File: config.mk
export PLATFORM = sky130hd
export DESIGN_NAME = ps_thread_dispatch
export DESIGN_NICKNAME = d
export VERILOG_FILES = /design/src/rtl/ps_disp_pkg.sv /design/src/rtl/ps_prefix_count.sv /design/src/rtl/ps_section_ctrl.sv /design/src/rtl/ps_worker_slot.sv /design/src/rtl/ps_thread_dispatch.sv
export SDC_FILE = /design/constraint.sdc
export NUM_CORES = 1
export LEC_CHECK = 0
export BUFFER_PORTS_ARGS = -buffer_cell sky130_fd_sc_hd__clkbuf_2
export CAP_MARGIN = 15
export CORE_UTILIZATION = 45
export DETAILED_ROUTE_END_ITERATION = 10
export PLACE_DENSITY = 0.76
export SYNTH_ARGS = -nofsm -noshare
export SYNTH_HDL_FRONTEND = slang
export SYNTH_SLANG_ARGS = --single-unit
File: constraint.sdc
create_clock -name clk -period 6.3 [get_ports clk]
set_input_delay 0.945 -clock clk [delete_from_list [all_inputs] [get_ports clk]]
set_output_delay 0.945 -clock clk [all_outputs]
set_load 0.05 [all_outputs]
File: src/rtl/ps_disp_pkg.sv
package ps_disp_pkg;

  // width able to hold a count from 0 to n inclusive
  function automatic int count_width(input int n);
    return (n < 2) ? 1 : $clog2(n + 1);
  endfunction

  // unsigned compare of an extended ID against a W-bit bound, no wrap
  function automatic logic within_bound(input logic [63:0] id, input logic [63:0] bound);
    return id <= bound;
  endfunction

endpackage

File: src/rtl/ps_prefix_count.sv
module ps_prefix_count #(
  parameter int N  = 8,
  parameter int CW = 4
) (
  input  logic [N-1:0]    req,
  output logic [N*CW-1:0] offs,
  output logic [CW-1:0]   total
);

  logic [CW-1:0] run_sum [0:N];

  assign run_sum[0] = '0;

  generate
    for (genvar k = 0; k < N; k++) begin : g_rank
      assign run_sum[k+1]       = run_sum[k] + CW'(req[k]);
      assign offs[k*CW +: CW]   = run_sum[k];
    end
  endgenerate

  assign total = run_sum[N];

endmodule

File: src/rtl/ps_section_ctrl.sv
module ps_section_ctrl #(
  parameter int N  = 8,
  parameter int W  = 16,
  parameter int CW = 4
) (
  input  logic          clk,
  input  logic          rst,
  input  logic          spawn,
  input  logic [W-1:0]  bound_in,
  input  logic [W-1:0]  base_in,
  input  logic          all_fin,
  input  logic [CW-1:0] req_total,
  output logic          accept,
  output logic [W:0]    x_q,
  output logic [W-1:0]  y_q,
  output logic          active,
  output logic          done
);

  localparam logic [W:0] LAST_SLOT = (W+1)'(N - 1);

  assign accept = spawn & ~active;

  always_ff @(posedge clk) begin
    if (rst) begin
      x_q    <= '0;
      y_q    <= '0;
      active <= 1'b0;
      done   <= 1'b0;
    end else if (accept) begin
      x_q    <= {1'b0, base_in} + LAST_SLOT;
      y_q    <= bound_in;
      active <= 1'b1;
      done   <= 1'b0;
    end else if (active) begin
      x_q <= x_q + (W+1)'(req_total);
      if (all_fin) begin
        active <= 1'b0;
        done   <= 1'b1;
      end
    end
  end

  assert_spawn_ignored_R9: assert property (@(posedge clk) disable iff (rst)
    (active && spawn) |=> (y_q == $past(y_q)));

  assert_active_done_excl_R8: assert property (@(posedge clk) disable iff (rst)
    !(active && done));

  assert_x_monotonic_R5: assert property (@(posedge clk) disable iff (rst)
    (active && !spawn && !all_fin) |=> (x_q >= $past(x_q)));

endmodule

File: src/rtl/ps_worker_slot.sv
module ps_worker_slot #(
  parameter int W = 16
) (
  input  logic         clk,
  input  logic         rst,
  input  logic         load,
  input  logic [W:0]   load_id,
  input  logic [W-1:0] load_bound,
  input  logic         serve,
  input  logic [W:0]   serve_id,
  input  logic [W-1:0] run_bound,
  output logic         gvalid,
  output logic         grun,
  output logic [W-1:0] gid,
  output logic         fin
);

  import ps_disp_pkg::*;

  logic load_ok, serve_ok;

  assign load_ok  = within_bound(64'(load_id), 64'(load_bound));
  assign serve_ok = within_bound(64'(serve_id), 64'(run_bound));

  always_ff @(posedge clk) begin
    if (rst) begin
      gvalid <= 1'b0;
      grun   <= 1'b0;
      gid    <= '0;
      fin    <= 1'b0;
    end else begin
      gvalid <= 1'b0;
      grun   <= 1'b0;
      if (load) begin
        gvalid <= 1'b1;
        grun   <= load_ok;
        gid    <= load_id[W-1:0];
        fin    <= ~load_ok;
      end else if (serve) begin
        gvalid <= 1'b1;
        grun   <= serve_ok;
        gid    <= serve_id[W-1:0];
        fin    <= ~serve_ok;
      end
    end
  end

  assert_fin_sticky_R6: assert property (@(posedge clk) disable iff (rst)
    (fin && !load) |=> fin);

  assert_run_not_fin_R6: assert property (@(posedge clk) disable iff (rst)
    grun |-> (gvalid && !fin));

endmodule

File: src/rtl/ps_thread_dispatch.sv
module ps_thread_dispatch #(
  parameter int N = 8,
  parameter int W = 16
) (
  input  logic           clk,
  input  logic           rst,
  input  logic           spawn_i,
  input  logic [W-1:0]   spawn_last_i,
  input  logic [W-1:0]   spawn_base_i,
  input  logic [N-1:0]   req_i,
  output logic [N-1:0]   grant_valid_o,
  output logic [N-1:0]   grant_run_o,
  output logic [N*W-1:0] grant_id_o,
  output logic [N-1:0]   finished_o,
  output logic [W-1:0]   bound_o,
  output logic           active_o,
  output logic           done_o
);

  import ps_disp_pkg::*;

  localparam int CW = count_width(N);

  logic          accept;
  logic [W:0]    x_q;
  logic [W-1:0]  y_q;
  logic [N-1:0]  req_eff;
  logic [N*CW-1:0] offs;
  logic [CW-1:0] req_total;

  // only live, unfinished workers may draw an ID
  assign req_eff = req_i & ~finished_o & {N{active_o}};

  ps_prefix_count #(.N(N), .CW(CW)) u_rank (
    .req   (req_eff),
    .offs  (offs),
    .total (req_total)
  );

  ps_section_ctrl #(.N(N), .W(W), .CW(CW)) u_ctrl (
    .clk       (clk),
    .rst       (rst),
    .spawn     (spawn_i),
    .bound_in  (spawn_last_i),
    .base_in   (spawn_base_i),
    .all_fin   (&finished_o),
    .req_total (req_total),
    .accept    (accept),
    .x_q       (x_q),
    .y_q       (y_q),
    .active    (active_o),
    .done      (done_o)
  );

  assign bound_o = y_q;

  generate
    for (genvar k = 0; k < N; k++) begin : g_slot
      logic [W:0] init_id;
      logic [W:0] next_id;

      assign init_id = {1'b0, spawn_base_i} + (W+1)'(k);
      assign next_id = x_q + (W+1)'(1) + (W+1)'(offs[k*CW +: CW]);

      ps_worker_slot #(.W(W)) u_slot (
        .clk        (clk),
        .rst        (rst),
        .load       (accept),
        .load_id    (init_id),
        .load_bound (spawn_last_i),
        .serve      (req_eff[k]),
        .serve_id   (next_id),
        .run_bound  (y_q),
        .gvalid     (grant_valid_o[k]),
        .grun       (grant_run_o[k]),
        .gid        (grant_id_o[k*W +: W]),
        .fin        (finished_o[k])
      );

      assert_grant_cause_R4: assert property (@(posedge clk) disable iff (rst)
        grant_valid_o[k] |-> $past(req_i[k] || spawn_i));

      assert_run_in_bound_R6: assert property (@(posedge clk) disable iff (rst)
        grant_run_o[k] |-> (grant_id_o[k*W +: W] <= bound_o));
    end
  endgenerate

  assert_done_all_fin_R8: assert property (@(posedge clk) disable iff (rst)
    done_o |-> (&finished_o));

  assert_idle_no_grant_R7: assert property (@(posedge clk) disable iff (rst)
    (!active_o && !spawn_i) |=> (grant_valid_o == '0));

endmodule

==> impl_metrics.tcl, run 1 <==
set metrics [dict create \
    wl_mm 91.4 \
    final_net_count 2906 \
    tightest_slew_ns 1.17 \
    drc 0 \
    synth_compound_area_share_pct 22.4 \
    clockBufferDepth 2 \
    p_switching_uw 2190 \
    reg2reg_from "u_ctrl.active$_SDFF_PP0_" \
    syn_inst 2333 \
    numPortBuffers 212 \
    p_comb_share_pct 47.6 \
    drt-pass1-iter-count 7 \
    nFillCells 3922 \
    cts_tree "built" \
    rows 73 \
    relSlewSlack_pct 21.4 \
    syn-num-nets 2674 \
    post-cts-setup-buffers 0 \
    dp_hpwl_mm 70.5 \
    finalHoldViolations 0 \
    ys.flop_type "dfxtp_1" \
    synth_common_cells "ha_1 (294), nor2_1 (216), nand2_1 (203)" \
    dp.cells 3071 \
    synth_top_family_by_area "compound AO/OA/AOI/OAI gates" \
    grtUsageTotal_pct 42.8 \
    slew_violations 0 \
    status "completed" \
    grt_pass1_vias 18800 \
    r2r_end "g_slot[6].u_slot.fin$_SDFFE_PP0P_" \
    drv_cap 0 \
    p_per_area_nw_per_um2 228 \
    ys_top_cells_by_area "dfxtp_1 (20%), ha_1 (20%), xnor2_1 (6.5%)" \
    wl_per_cell_um 29.5 \
    seqPwrFrac_pct 28.6 \
    yosysUniqueCellTypes 85 \
    async_reset_ff_share_pct 0 \
    synthMostInstantiatedCell "ha_1" \
    crit_path_end_kind "register" \
    synth_edf_count 0 \
    synthMuxAreaShare_pct 0.726 \
    drive_gt1_share_pct 17.1 \
    synth_fa_ha_area_share_pct 20.5 \
    min_path_type "register to register" \
    clk_latency_ns 0.48 \
    core-area_um2 40100 \
    p_leak_uw 0.00937 \
    htreeDepth 4 \
    swShare_pct 45.3 \
    yosys.area_share.simple_pct 20.4 \
    fmax_mhz 162 \
    start_util_pct 46.0 \
    die_area_um2 41800 \
    hp-start "g_slot[4].u_slot.gid[1]$_SDFFE_PP0P_" \
    synth_area_leader_cell "dfxtp_1" \
    yosysWarnings 0 \
    cp-start-kind "input pin" \
    ys_seq_elements 187 \
    routabilityCongestion 1.09 \
    placed_area_um2 20600 \
    num_vias 20600 \
    fin_area_um2 21300 \
    critPathKind "input pin to register" \
    cp_slowest_cell "or4_1" \
    skew_ns 0.0160 \
    fin_crit_sh_pct 97.9 \
    synth_seq_area_share_pct 20.3 \
    pin_count 213 \
    ant_nets 0 \
    layoutNonFillerInstCount 3104 \
    grt_max_degree 92 \
    p_int_uw 2650 \
    pwr-share-clk_pct 23.7 \
    crit_top_cell "ha_1" \
    die_x_um 204 \
    grt_pass1_wl_mm 128 \
    synth_xor_area_share_pct 9.94 \
    r2r_slack_ns 0.19 \
    grt_overflow 0 \
    drtIter0Drc 2913 \
    clock-root-buffer "clkbuf_16" \
    yosysTopAreaCellShare_pct 20.3 \
    period_needed_ns 6.16 \
    viasPerCell 6.64 \
    finalSetupViolations 0 \
    reg2reg_depth 25 \
    crit_arrival_ns 6.51 \
    critPathMaxStageDelay_ns 0.53 \
    die_h_um 204 \
    critPathMaxFanout 5 \
    fin_util_pct 53.0 \
    syn_area_um2 18400 \
    peakVddDrop_v 0.000179 \
    antenna_found_initial 2 \
    cts_buffers 17 \
    whs_endpoint "g_slot[4].u_slot.gid[1]$_SDFFE_PP0P_" \
    area_delta_synth_final_pct 15.3 \
    worstHoldPathCells 2 \
    crit_required_ns 6.65 \
    clk_pin_slew_ns 0.08 \
    cts_sinks 187 \
    avgSynthCellArea_um2 7.90 \
    power.total_uw 4840 \
]
per-stage QoR:
step | setup TNS [ns] | hold WS [ns] | worst slack (ns)
floorplan | 0 | 0.494 | 0.00724
global placement | -0.356 | 0.457 | -0.114
detailed placement | -1.30 | 0.461 | -0.325
CTS | 0 | 0.471 | 0.137
global route | -0.00349 | 0.496 | -0.00349
finish | 0 | 0.470 | 0.135
cells in the final DEF (no fill, tap or decap), types with 16 or more instances in the layout:
cell and instances:
inv_1 84, nand3_1 74, nor2b_1 25, dfxtp_1 186, clkbuf_2 211, nor2_1 213
a211oi_1 20, nor4_1 22, or3_1 18, nor3_1 49, ha_1 294, a31oi_1 19
nand2b_1 16, a21o_1 54, a221oi_1 25, a21oi_1 179, o21ai_0 75, clkbuf_16 17
nand2_1 203, nand4_1 60, xnor2_1 136, buf_4 151, xor2_1 63, a22oi_1 91
o2bb2ai_1 20
how the worst max path moves through the flow:
| stage | slack, ns | from | to |
|---|---|---|---|
| after detailed placement | -0.33 | req_i[0] | g_slot[6].u_slot.fin$_SDFFE_PP0P_ |
| after floorplan | 0.007 | req_i[0] | g_slot[6].u_slot.fin$_SDFFE_PP0P_ |
| after CTS | 0.14 | u_ctrl.active$_SDFF_PP0_ | g_slot[6].u_slot.fin$_SDFFE_PP0P_ |
| after global placement | -0.11 | req_i[0] | g_slot[6].u_slot.fin$_SDFFE_PP0P_ |
| after global routing | -0.003 | req_i[0] | g_slot[5].u_slot.fin$_SDFFE_PP0P_ |
| final | 0.14 | req_i[0] | g_slot[6].u_slot.fin$_SDFFE_PP0P_ |
power groups by stage:
stage | Clock [uW] | Sequential [uW] | Combinational (uW)
after floorplan | 0 | 1600 | 1250
after global placement | 0 | 1400 | 2180
after detailed placement | 0 | 1400 | 2220
after CTS | 1150 | 1380 | 2230
after global routing | 1200 | 1390 | 2440
final | 1150 | 1390 | 2310
flip-flops by register name, summed over array words and instances, names as in the netlist:
signal	cells
g_slot.u_slot.gvalid	8
u_ctrl.active	1
g_slot.u_slot.grun	8
u_ctrl.x_q	17
u_ctrl.done	1
u_ctrl.y_q	16
g_slot.u_slot.gid	128
g_slot.u_slot.fin	8
worst max-delay path, delay by kind of cell:
family                   cells  cell delay, ns
adder cells (fa/ha/maj)      5            1.62
buffers and inverters        4            0.49
multiplexers                 1            0.35
XOR/XNOR                     2            0.43
AO/OA/AOI/OAI                6            1.03
AND/OR/NAND/NOR              8            1.65
final cells by class:
class                      count  area, um2  share of cell area (%)
clock buffer                  18        429                    2.02
inverter                      92        349                    1.64
antenna                        2       5.00                  0.0235
tap                          525        657                    3.09
sequential                   187       3750                    17.6
multi-input combinational   1903      13700                    64.4
timing repair buffer         364       2220                    10.4
clock inverter                13        163                   0.765
what timing repair did:
item | in CTS | in global routing
hold buffers | 0 | 0
setup endpoints to repair | 0 | 6
gates resized for setup | 0 | 7
routing by layer:
| metal | GRT usage [%] | wire, um |
|---|---|---|
| met1 | 55.3 | 35900 |
| met2 | 62.4 | 37800 |
| met3 | 12.6 | 11800 |
| met4 | 25.3 | 6020 |
| met5 | 0 | 13 |
logic make-up after synthesis:
group / count (synthesis)
and+or+nand+nor: 770
AOI/OAI and AO/OA: 615
adders and majority gates: 300
buffers and inverters: 243
xor gates and xnor gates: 205
DFF: 187
muxes: 13
Note: power is estimated with default switching activity, not from simulation.
==> run 2, diff against run 1 <==
--- a/config.mk
+++ b/config.mk
@@ -5,11 +5,12 @@
 export SDC_FILE = /design/constraint.sdc
 export NUM_CORES = 1
 export LEC_CHECK = 0
+export ABC_AREA = 1
 export BUFFER_PORTS_ARGS = -buffer_cell sky130_fd_sc_hd__clkbuf_2
 export CAP_MARGIN = 15
 export CORE_UTILIZATION = 45
 export DETAILED_ROUTE_END_ITERATION = 10
-export PLACE_DENSITY = 0.76
+export PLACE_DENSITY = 0.75
 export SYNTH_ARGS = -nofsm -noshare
 export SYNTH_HDL_FRONTEND = slang
 export SYNTH_SLANG_ARGS = --single-unit
==> impl_metrics.tcl, run 2 <==
set metrics [dict create \
    antenna_found_initial 4 \
    layout_common_cells "nand2_1 (793), inv_1 (316), ha_1 (294), clkbuf_2 (211), nor2_1 (198)" \
    reg2reg_depth 32 \
    die_area_um2 43500 \
    wl_per_cell_um 24.1 \
    fin_util_pct 50.7 \
    area_delta_synth_final_pct 10.9 \
    rows 75 \
    ys.flop_type "dfxtp_1" \
    tightest_slew_ns 1.04 \
    cts_sinks 187 \
    ys_top_cells_by_area "dfxtp_1 (19%), ha_1 (19%), nand2_1 (15%)" \
    dp_hpwl_mm 68.3 \
    r2r_slack_ns 0.57 \
    crit_arrival_ns 6.11 \
    synth_area_leader_cell "dfxtp_1" \
    whs_endpoint "g_slot[3].u_slot.gid[3]$_SDFFE_PP0P_" \
    reg2reg_from "u_ctrl.active$_SDFF_PP0_" \
    post-cts-setup-buffers 0 \
    routabilityCongestion 1.10 \
    clockBufferDepth 2 \
    yosysUniqueCellTypes 57 \
    finalSetupViolations 0 \
    relSlewSlack_pct 29.7 \
    cts_tree "built" \
    grt_overflow 0 \
    viasPerCell 5.95 \
    crit_path_end_kind "register" \
    synthMostInstantiatedCell "nand2_1" \
    yosysWarnings 0 \
    critPathMaxStageDelay_ns 0.59 \
    core-area_um2 42000 \
    drive_gt1_share_pct 11.7 \
    hp-start "g_slot[3].u_slot.gid[3]$_SDFFE_PP0P_" \
    crit_top_cell "nand2_1" \
    yosysTopAreaCellShare_pct 19.5 \
    fmax_mhz 174 \
    nFillCells 4357 \
    largest_register_ffs 128 \
    yosys.area_share.simple_pct 30.4 \
    ant_nets 0 \
    start_util_pct 45.7 \
    clk_latency_ns 0.50 \
    status "completed" \
    synth_edf_count 0 \
    drv_cap 0 \
    async_reset_ff_share_pct 0 \
    grtUsageTotal_pct 38.9 \
    p_leak_uw 0.0106 \
    pin_count 213 \
    wl_mm 86.5 \
    slew_violations 0 \
    clk_pin_slew_ns 0.08 \
    skew_ns 0.0195 \
    synth_fa_ha_area_share_pct 19.6 \
    syn-num-nets 3226 \
    ctsResizeCount 0 \
    p_per_area_nw_per_um2 226 \
    worstHoldPathCells 2 \
    numPortBuffers 212 \
    synthMuxAreaShare_pct 0.0521 \
    clock-root-buffer "clkbuf_16" \
    reg_top3 "g_slot.u_slot.gid (128), u_ctrl.x_q (17), u_ctrl.y_q (16)" \
    fin_crit_sh_pct 91.0 \
    final_net_count 3384 \
    r2r_end "g_slot[7].u_slot.fin$_SDFFE_PP0P_" \
    period_needed_ns 5.73 \
    synth_common_cells "nand2_1 (793), inv_1 (316), ha_1 (294)" \
    tns_ns 0 \
    final_common_cell "nand2_1" \
    syn_area_um2 19200 \
    cp-start-kind "register" \
    critPathKind "register to register" \
    crit_required_ns 6.68 \
    drt-pass1-iter-count 8 \
    rsz0062_at_grt "no" \
    grt_pass1_vias 19200 \
    critPathMaxFanout 5 \
    peakVddDrop_v 0.000168 \
    num_vias 21400 \
    synth_compound_area_share_pct 13.6 \
    holdBufCountCts 0 \
    htreeDepth 4 \
    die_x_um 209 \
    cts_buffers 17 \
    drtIter0Drc 2980 \
    finalHoldViolations 0 \
    grt_max_degree 108 \
    cp_slowest_cell "dfxtp_1" \
    synth_xor_area_share_pct 7.57 \
    die_h_um 209 \
    avgSynthCellArea_um2 6.66 \
    ys_seq_elements 187 \
    drc 0 \
    syn_inst 2885 \
    synth_seq_area_share_pct 19.5 \
    synth_top_family_by_area "simple AND/OR/NAND/NOR gates" \
    min_path_type "register to register" \
    grt_pass1_wl_mm 124 \
    regMostFlops "g_slot.u_slot.gid" \
]
==> run 2: cell families (layout without fill, tap and decap cells) <==
logic type               Yosys count  in the layout
other                              0              1
XOR/XNOR                         160            160
multiplexers                       1              1
buffers and inverters            442            613
adder cells (fa/ha/maj)          298            298
AO/OA/AOI/OAI                    446            446
flip-flops                       187            187
AND/OR/NAND/NOR                 1351           1351
==> run 2: critical path: cells and delay by family (launching register included) <==
kind / cells / cell delay, ns
simple gates: 21 / 1.89
xor+xnor: 2 / 0.45
flops: 1 / 0.59
fa+ha+maj: 8 / 2.56
buf+inv: 1 / 0.14
==> run 2: worst max path at each step <==
stage                     slack [ns]                startpoint  cells past startpoint                                end
after floorplan                 0.11  u_ctrl.active$_SDFF_PP0_                     34  g_slot[7].u_slot.fin$_SDFFE_PP0P_
after global placement          0.25                  req_i[0]                     32   g_slot[7].u_slot.grun$_SDFF_PP0_
after detailed placement        0.18                  req_i[0]                     33  g_slot[7].u_slot.fin$_SDFFE_PP0P_
after CTS                       0.69                  req_i[0]                     33  g_slot[7].u_slot.fin$_SDFFE_PP0P_
after global routing            0.06                  req_i[0]                     35   g_slot[7].u_slot.grun$_SDFF_PP0_
final                           0.57  u_ctrl.active$_SDFF_PP0_                     32  g_slot[7].u_slot.fin$_SDFFE_PP0P_
==> run 2: report_power, final <==
group	total [uW]	internal, uW	switching [uW]	leakage, uW
Sequential	1380	1280	96.2	0.00154
Combinational	2260	654	1610	0.00871
Clock	1180	576	607	0.000299
Total	4830	2510	2310	0.0106
==> run 2: area by class of cell <==
cell class              instances  area, um2  share of cell area (%)
clock buffers                  17        425                    2.00
multi-input cells            2256      13700                    64.2
clock inverters                15        196                   0.922
repair buffers                244       1320                    6.18
well taps                     539        674                    3.17
inverters                     337       1270                    5.95
flip-flops and latches        187       3740                    17.6
diodes                          1       2.50                  0.0117
==> run 2: stage by stage <==
stage / instance area (um2) / setup WS, ns / power [uW] / cells / hold slack [ns]
after floorplan: 19200 / 0.110 / 2910 / 2885 / 0.445
after global placement: 20700 / 0.250 / 3570 / 3562 / 0.454
after detailed placement: 20700 / 0.183 / 3580 / 3562 / 0.458
after CTS: 21300 / 0.692 / 4750 / 3594 / 0.469
after global routing: 21300 / 0.0591 / 5040 / 3595 / 0.488
final: 21300 / 0.569 / 4830 / 3596 / 0.465
==> run 2: per-layer routing <==
layer / share of wire, % / global-route usage [%] / up-vias
met5: 0.11 / 0 / -
met1: 39 / 50.5 / 9651
met4: 7.4 / 24.6 / 6
li1: - / - / 9877
met2: 41 / 57.7 / 1537
met3: 13 / 9.38 / 333
